===== src/rtl/pmon_trap_pkg.sv =====
// Shared types for the per-monitor access trap filter.
// Assumes two-bit policy fields; the encodings below are fixed by behaviour.
package pmon_trap_pkg;

    typedef enum logic [1:0] {
        POL_TRAP_ALL   = 2'b00,
        POL_TRAP_WRITE = 2'b01,
        POL_RESERVED   = 2'b10,
        POL_OPEN       = 2'b11
    } policy_e;

    localparam int unsigned POL_W = 2;

endpackage


===== src/rtl/pmon_ctrl_word.sv =====
// Control word storage for the trap filter.
// Holds one policy field per monitor; a full-word write replaces all fields.
// Assumes synchronous active-low reset clearing every field to trap-all.
module pmon_ctrl_word #(
    parameter int unsigned NUM_MON = 32,
    parameter int unsigned POL_W   = 2,
    localparam int unsigned WORD_W = NUM_MON * POL_W
) (
    input  logic              clk,
    input  logic              rst_n,
    input  logic              we,
    input  logic [WORD_W-1:0] wdata,
    output logic [WORD_W-1:0] word
);

    // Store the control word; cleared on reset, replaced on write.
    always_ff @(posedge clk) begin
        if (!rst_n) begin
            word <= '0;
        end else if (we) begin
            word <= wdata;
        end
    end

    // the word is all zeros in the cycle after reset was held
    a_r1_reset_clear: assert property (@(posedge clk)
        $past(!rst_n) |-> (word == '0));

    // a write is visible in the following cycle
    a_r10_write_lands: assert property (@(posedge clk) disable iff (!rst_n)
        $past(rst_n) && $past(we) |-> (word == $past(wdata)));

endmodule


===== src/rtl/pmon_field_select.sv =====
// Picks the policy field for one monitor out of the packed control word.
// Assumes monitor m occupies bits [POL_W*m+POL_W-1 : POL_W*m].
module pmon_field_select #(
    parameter int unsigned NUM_MON = 32,
    parameter int unsigned POL_W   = 2,
    localparam int unsigned WORD_W = NUM_MON * POL_W,
    localparam int unsigned IDX_W  = (NUM_MON > 1) ? $clog2(NUM_MON) : 1
) (
    input  logic [WORD_W-1:0] word,
    input  logic [IDX_W-1:0]  idx,
    output logic [POL_W-1:0]  field
);

    logic [POL_W-1:0] fields [NUM_MON];

    // Unpack the word into one slot per monitor.
    for (genvar g = 0; g < NUM_MON; g++) begin : g_slice
        assign fields[g] = word[g*POL_W +: POL_W];
    end

    // Select the addressed monitor's field.
    always_comb begin
        field = fields[idx];
    end

endmodule


===== src/rtl/pmon_trap_decide.sv =====
// Combinational trap decision for a single access.
// Assumes levels 2 and 3 are never filtered, and that a disabled hypervisor
// or a higher-priority exception suppresses any trap.
module pmon_trap_decide
    import pmon_trap_pkg::*;
(
    input  logic [1:0]       el,
    input  logic             is_write,
    input  logic             hyp_en,
    input  logic             hp_exc,
    input  logic [POL_W-1:0] field,
    output logic             do_trap,
    output logic             hit_reserved
);

    logic    consulted;
    policy_e pol;

    // Field applies only to levels 0/1 with hypervisor on and no prior exception.
    always_comb begin
        consulted = (el < 2'd2) && hyp_en && !hp_exc;
        pol       = policy_e'(field);
    end

    // Map the policy to a trap decision; reserved acts as trap-all.
    always_comb begin
        do_trap      = 1'b0;
        hit_reserved = 1'b0;
        if (consulted) begin
            unique case (pol)
                POL_TRAP_ALL:   do_trap = 1'b1;
                POL_TRAP_WRITE: do_trap = is_write;
                POL_RESERVED: begin
                    do_trap      = 1'b1;
                    hit_reserved = 1'b1;
                end
                POL_OPEN:       do_trap = 1'b0;
                default:        do_trap = 1'b1;
            endcase
        end
    end

endmodule


===== src/rtl/pmon_trap_filter.sv =====
// Top of the per-monitor access trap filter.
// Each valid request yields one registered trap or allow pulse a cycle later.
// Assumes requests and control writes are synchronous to clk.
module pmon_trap_filter
    import pmon_trap_pkg::*;
#(
    parameter int unsigned NUM_MON = 32,
    localparam int unsigned WORD_W = NUM_MON * POL_W,
    localparam int unsigned IDX_W  = (NUM_MON > 1) ? $clog2(NUM_MON) : 1
) (
    input  logic              clk,
    input  logic              rst_n,
    input  logic              cfg_we,
    input  logic [WORD_W-1:0] cfg_wdata,
    input  logic              req_valid,
    input  logic [1:0]        req_el,
    input  logic              req_is_write,
    input  logic [IDX_W-1:0]  req_mon,
    input  logic              hyp_enabled,
    input  logic              higher_prio_exc,
    output logic              trap,
    output logic              allow,
    output logic              reserved_seen
);

    logic [WORD_W-1:0] word;
    logic [POL_W-1:0]  field;
    logic              dec_trap;
    logic              dec_rsv;

    pmon_ctrl_word #(.NUM_MON(NUM_MON), .POL_W(POL_W)) u_ctrl (
        .clk   (clk),
        .rst_n (rst_n),
        .we    (cfg_we),
        .wdata (cfg_wdata),
        .word  (word)
    );

    pmon_field_select #(.NUM_MON(NUM_MON), .POL_W(POL_W)) u_sel (
        .word  (word),
        .idx   (req_mon),
        .field (field)
    );

    pmon_trap_decide u_dec (
        .el           (req_el),
        .is_write     (req_is_write),
        .hyp_en       (hyp_enabled),
        .hp_exc       (higher_prio_exc),
        .field        (field),
        .do_trap      (dec_trap),
        .hit_reserved (dec_rsv)
    );

    // Register the response strobes one cycle after the request.
    always_ff @(posedge clk) begin
        if (!rst_n) begin
            trap          <= 1'b0;
            allow         <= 1'b0;
            reserved_seen <= 1'b0;
        end else begin
            trap          <= req_valid && dec_trap;
            allow         <= req_valid && !dec_trap;
            reserved_seen <= req_valid && dec_rsv;
        end
    end

    // never both strobes at once
    a_r9_one_strobe: assert property (@(posedge clk) disable iff (!rst_n)
        $onehot0({trap, allow}));

    // a request is answered in the next cycle
    a_r9_answered: assert property (@(posedge clk) disable iff (!rst_n)
        req_valid |=> (trap || allow));

    // no request, no answer
    a_r9_silent: assert property (@(posedge clk) disable iff (!rst_n)
        !req_valid |=> !(trap || allow || reserved_seen));

    // high privilege levels pass
    a_r8_high_level: assert property (@(posedge clk) disable iff (!rst_n)
        req_valid && req_el[1] |=> allow);

    // hypervisor off means allow and no reserved flag
    a_r6_hyp_off: assert property (@(posedge clk) disable iff (!rst_n)
        req_valid && !hyp_enabled |=> allow && !reserved_seen);

    // a higher-priority exception suppresses the trap
    a_r7_prior_exc: assert property (@(posedge clk) disable iff (!rst_n)
        req_valid && higher_prio_exc |=> allow && !reserved_seen);

    // reserved flag only accompanies a trap
    a_r5_rsv_with_trap: assert property (@(posedge clk) disable iff (!rst_n)
        reserved_seen |-> trap);

endmodule


===== config.mk =====
export PLATFORM = sky130hd
export DESIGN_NAME = pmon_trap_filter
export DESIGN_NICKNAME = d
export VERILOG_FILES = /design/src/rtl/pmon_trap_pkg.sv /design/src/rtl/pmon_ctrl_word.sv /design/src/rtl/pmon_field_select.sv /design/src/rtl/pmon_trap_decide.sv /design/src/rtl/pmon_trap_filter.sv
export SDC_FILE = /design/constraint.sdc
export NUM_CORES = 1
export LEC_CHECK = 0
export BUFFER_PORTS_ARGS = -buffer_cell sky130_fd_sc_hd__buf_2
export CAP_MARGIN = 0
export CORE_MARGIN = 10
export CORE_UTILIZATION = 45
export DETAILED_ROUTE_END_ITERATION = 10
export PLACE_DENSITY_LB_ADDON = 0.25
export SLEW_MARGIN = 0
export SYNTH_ARGS = -nofsm -noshare
export SYNTH_HDL_FRONTEND = slang
export SYNTH_SLANG_ARGS = --single-unit

===== constraint.sdc =====
create_clock -name clk -period 1.7 [get_ports clk]
set_clock_uncertainty 0.05 [all_clocks]
set_input_delay 0.34 -clock clk [delete_from_list [all_inputs] [get_ports clk]]
set_output_delay 0.34 -clock clk [all_outputs]
set_load 0.05 [all_outputs]

# Word-level counts from Yosys, hierarchy flattened
# Index checks and enable logic that the tools add are counted.
[op_classes] n_lt_le_gt_ge=2 n_eq_ne=3 muxes=7 bitwise=1 n_reduce_logical=9
[ops] operator="binary-select mux 2 bit (select 5 bit)" n=1
[ops] operator=">= comparator 6 bit, second input constant" n=1
[ops] operator="inverter 5 -> 6 bit" n=1
[ops] operator="logical AND 1 bit" n=5
[ops] operator="equality test 2 bit, second input constant" n=2
[ops] operator="two-way mux 2 bit" n=2
[ops] operator="two-way mux 1 bit" n=3
[ops] operator="one-hot mux 1 bit (3 select lines)" n=1
[ops] operator="equality test 2 x 1 -> 1 bit, second input constant" n=1
[ops] operator="zero test 1 bit" n=2
[ops] operator="zero test 2 bit" n=1
[ops] operator="< comparator 2 bit, second input constant" n=1
[ops] operator="OR reduction 2 bit" n=1
[totals] register_bits=67 inputBits=78 output_inout_bits=3 wordCells=26

# Longest topological paths before layout
[logic_depth] word_depth=10 ltp_mapped=8 mapped_depth_nobuf=6

# By module
# Synthesis repeated with hierarchy kept, for this count alone.
[unflattened] hier_cells=288 area_unflattened_um2=3175.5
[by_module_without_submodules] module="pmon_ctrl_word" instances=1 cells_per_inst=206 area_per_inst_um2=2451.1 seq_area_each_um2=1281.2
[by_module_without_submodules] module="pmon_field_select" instances=1 cells_per_inst=72 area_per_inst_um2=610.6 seq_area_each_um2=0.0
[by_module_without_submodules] module="pmon_trap_filter" instances=1 cells_per_inst=6 area_per_inst_um2=81.3 seq_area_each_um2=60.1
[by_module_without_submodules] module="pmon_trap_decide" instances=1 cells_per_inst=4 area_per_inst_um2=32.5 seq_area_each_um2=0.0

# Worst setup path before layout
# Ideal clock, no wire load.
[synth_path] path_kind="input-to-reg" startpoint="input port req_mon[0]" endpoint="register allow" setup_time_ps=125 arrival_time_ps=1488 required_ps=1525 setup_slack_ps=38 path_stages=8 path_buffers=2 path_cell_list="buf_6 buf_12 mux4_2 mux2i_1 nand3_1 nand4_1 a21o_1 a21oi_1"
[synth_via] elab_chain_len=10 elab_cells_between_ends=13 cone_classes="eq/ne: 3; mux: 5; bitwise: 1; reduce/logical: 4"
[synth_lines] item="start, declared" line_no="pmon_trap_filter.sv:18" text="input logic [IDX_W-1:0] req_mon,"
[synth_lines] item="inverter 5 -> 6 bit (not written as such) (*)" line_no="pmon_field_select.sv:23" text="field = fields[idx];"
[synth_lines] item="binary-select mux 2 bit (select 5 bit) (*)" line_no="pmon_field_select.sv:23"
[synth_lines] item="two-way mux 2 bit (not written as such) (*) (2 in a row)" line_no="pmon_field_select.sv:23"
[synth_lines] item="equality test 2 bit or zero test 2 bit (tied branches)" line_no="pmon_trap_decide.sv:30" text="unique case (pol)"
[synth_lines] item="OR reduction 2 bit (no source line)"
[synth_lines] item="one-hot mux 1 bit (3 select lines) (*)" line_no="pmon_trap_decide.sv:30"
[synth_lines] item="two-way mux 1 bit (*)" line_no="pmon_trap_decide.sv:29" text="if (consulted) begin"
[synth_lines] item="zero test 1 bit (*)" line_no="pmon_trap_filter.sv:63" text="allow <= req_valid && !dec_trap;"
[synth_lines] item="logical AND 1 bit (*)" line_no="pmon_trap_filter.sv:63"
[synth_lines] item="end signal, assigned" line_no="pmon_trap_filter.sv:63"
[synth_lines] item="end, declared" line_no="pmon_trap_filter.sv:22" text="output logic allow,"
# Every way passes the cells marked *; elsewhere a longest branch is shown, timed or not. The select of a mux whose other input is x is not followed.
# A chain may end at the register's enable or synchronous reset.

# Worst setup path in the final report
[layout_path] startpoint="input port req_mon[0]" endpoint="register trap"
[layout_via] elab_chain_len=9 elab_cells_between_ends=12 cone_classes="eq/ne: 3; mux: 5; bitwise: 1; reduce/logical: 3"
[layout_lines] item="inverter 5 -> 6 bit (not written as such) (*)" line_no="pmon_field_select.sv:23"
[layout_lines] item="binary-select mux 2 bit (select 5 bit) (*)" line_no="pmon_field_select.sv:23"
[layout_lines] item="two-way mux 2 bit (not written as such) (*) (2 in a row)" line_no="pmon_field_select.sv:23"
[layout_lines] item="equality test 2 bit or zero test 2 bit (tied branches)" line_no="pmon_trap_decide.sv:30"
[layout_lines] item="OR reduction 2 bit (no source line)"
[layout_lines] item="one-hot mux 1 bit (3 select lines) (*)" line_no="pmon_trap_decide.sv:30"
[layout_lines] item="two-way mux 1 bit (*)" line_no="pmon_trap_decide.sv:29"
[layout_lines] item="logical AND 1 bit (*)" line_no="pmon_trap_filter.sv:62" text="trap <= req_valid && dec_trap;"
[layout_lines] item="end signal, assigned" line_no="pmon_trap_filter.sv:62"
[layout_lines] item="end, declared" line_no="pmon_trap_filter.sv:21" text="output logic trap,"
# Marks and branches as above.

==> run metrics <==
post-cts resize count=0; commonest non-fill, non-tap cells in the layout=84 x mux2i_1, 78 x buf_2, 68 x nor2b_1; RSZ-0062 raised after global routing=no; Num CTS Buffers=9; H-Tree Depth=3; Post-Syn Instances=roughly 280; Post-Syn Nets=between 300 and 400; largest family of logic cells by synthesized area=multiplexers; compound-cell area share of the yosys netlist=approximately 1.3%; Hold WS=around 0.17 ns; Final Max Tran Viols=0; max incr delay on CP=~0.52 ns; hold buffer count at cts=0; vias in the first global route=approximately 2.3k; FP Rows=30; kind of critical path=in2reg; initial antenna violation count=0; die height=between 100 and 150 µm; post-DP HPWL=between 5 and 6 mm; register area share after synthesis=between 40% and 50%; Pre-Repair DR Iteration Count=4; maximum vdd ir drop=533.2 µV; largest net degree at the start of global routing=42; Vias=2230; P_int=roughly 2.6 mW; Sequential Power Share=48.8%; pre-CTS setup slack=-0.2404 ns; Crit-path slowest cell=mux4_2; final worst slack=roughly 0.14 ns; commonest non-fill, non-tap cell in the layout=mux2i_1; Initial Util=45.87%; Synth Area in Simple Gates=a little under a fifth; setup violators final=0; final antenna-violating net count=0; setup bufs post-CTS=0; Rel. slew slack=72.72%; DR vias/cell=4.945; critical path endpoint category=flip-flop; GRT Util Overall=13.62%; Synth Area in XOR/XNOR=0%; Core Util, Final=a little under three fifths; cell-by-cell trace of the critical path=buf_2 > buf_4 > mux4_2 > mux2i_1 > nand2_1 > nand4_1 > a21o_1 > and2b_1; Final Total Pwr=approximately 3.5 mW; worst hold path type=in2reg; drt total wl=around 7.1 mm; Sw Ratio=24.60%; CP Max Fanout=9; IO buf count=between 70 and 80; Worst Min Path Start=req_valid; post-synthesis mux area share=33.37%; area of the mapped netlist=about 0.0031 mm²; Avg Cell Area, Syn=between 10 and 15 µm²; critical path startpoint category=input pin; Worst EP required=between 1.5 and 2 ns; die width=about 100 µm; Synth Area in Adders=0%; P_leak=approximately 1.8 nW; share of layout cells above drive strength 1=a little under a third; clock buffer depth=2; Comb power frac=between 10 and 15%; IO Pins=between 80 and 90; CTS tree=done; Final GP Congestion=0.8030; clock share of power=a little under two fifths; Initial DRC Count=83; Crit Reg-Reg Startpoint=u_ctrl.word[6]$_SDFFE_PN0P_; Fmax=between 600 and 700 MHz; crit path launch=req_mon[0]; Tcrit/Tclk final=about 92%; worst skew pair latency=around 0.35 ns; Netlist cell types=20; Routed WL per cell=15.70 µm; clock-pin transition on the worst setup and hold timing paths=approximately 0.07 ns; MaxCap Viol Count=0; area grow syn2layout=23.99%; final hold viol count=0; DRC viols=0; NetSw=0.8613 mW; Die Area=roughly 0.011 mm²; measured slew at the worst slew-check pin=0.4092 ns; Warnings, synthesis=0; clock sink count=67; global-route wire length before repair=between 10 and 15 mm; P per Cell Area=~920 mW/mm²; #FFs+latches synth=67; core footprint=about 0.0067 mm²; ANT cells=0; setup TNS=0 ns; Root Driver=clkbuf_8; min Tclk post-route=roughly 1.6 ns; run status=complete, no violations; fin nets=about 440; total grt overflow=0; arrival time at the worst endpoint=between 1.5 and 2 ns
[sequential cells by signal, indices dropped and copies added (netlist names)]
name and count:
trap 1, allow 1, reserved_seen 1, u_ctrl.word 64
[routing by layer]
metal | track usage (%) | share of wire, % | vias up
li1 | - | - | 1143
met5 | 0 | 0 | -
met2 | 19.77 | 44 | 68
met4 | 5.455 | 1.3 | 0
met3 | 5.161 | 7.9 | 8
met1 | 17.76 | 46 | 1011
[metrics by stage]
| stage | cell area [µm²] | std cells |
|---|---|---|
| global route | 3821 | 451 |
| finish | 3821 | 451 |
| detailed placement | 3628 | 435 |
| CTS | 3821 | 451 |
| floorplan | 3082 | 279 |
| global placement | 3628 | 435 |
[cell families after synthesis]
family	after synthesis
buf+inv	19
flops	67
simple gates	95
compound gates	6
mux	92
[power by group through the flow]
| stage | Sequential, mW | Combinational, mW | Clock (mW) |
|---|---|---|---|
| after floorplan | 1.73 | 0.317 | 0 |
| after global placement | 1.74 | 0.481 | 0 |
| after detailed placement | 1.75 | 0.490 | 0 |
| after CTS | 1.71 | 0.492 | 1.34 |
| after global routing | 1.72 | 0.538 | 1.41 |
| final | 1.71 | 0.486 | 1.31 |
[synth_stat cells]
cell,n,share of area [%]
a21o_1,1,0.24
a21oi_1,2,0.32
a22oi_1,3,0.73
and2b_1,1,0.24
and4_1,1,0.28
buf_12,1,0.65
buf_2,8,1.3
buf_4,1,0.24
buf_6,1,0.37
clkbuf_1,8,0.97
dfxtp_1,67,44
mux2i_1,84,27
mux4_1,2,1.7
mux4_2,6,4.4
nand2_1,10,1.2
nand3_1,6,0.97
nand4_1,5,1.0
nor2_1,2,0.24
nor2b_1,68,14
nor3b_1,2,0.49
[final timing paths]
check	to	slack (ns)	depth (start not counted)
max reg2reg	trap$_SDFF_PN0_	0.17	6
min reg2reg	u_ctrl.word[12]$_SDFFE_PN0P_	0.47	2
max	trap$_SDFF_PN0_	0.14	8
min	allow$_SDFF_PN0_	0.17	3
[critical path, delay by kind of cell]
family	cells	cell delay, ns
buffers and inverters	2	0.37
AOI/OAI and AO/OA	1	0.11
and+or+nand+nor	3	0.30
muxes	2	0.69
[final cells by class]
cell class	instances	area [µm²]
well taps	80	100.1
repair buffers	95	555.5
clock buffers	10	137.6
multi-input cells	193	1632
flip-flops and latches	67	1341
clock inverters	6	55.05
fillers	608	2898
(Power assumes the default switching activity.)
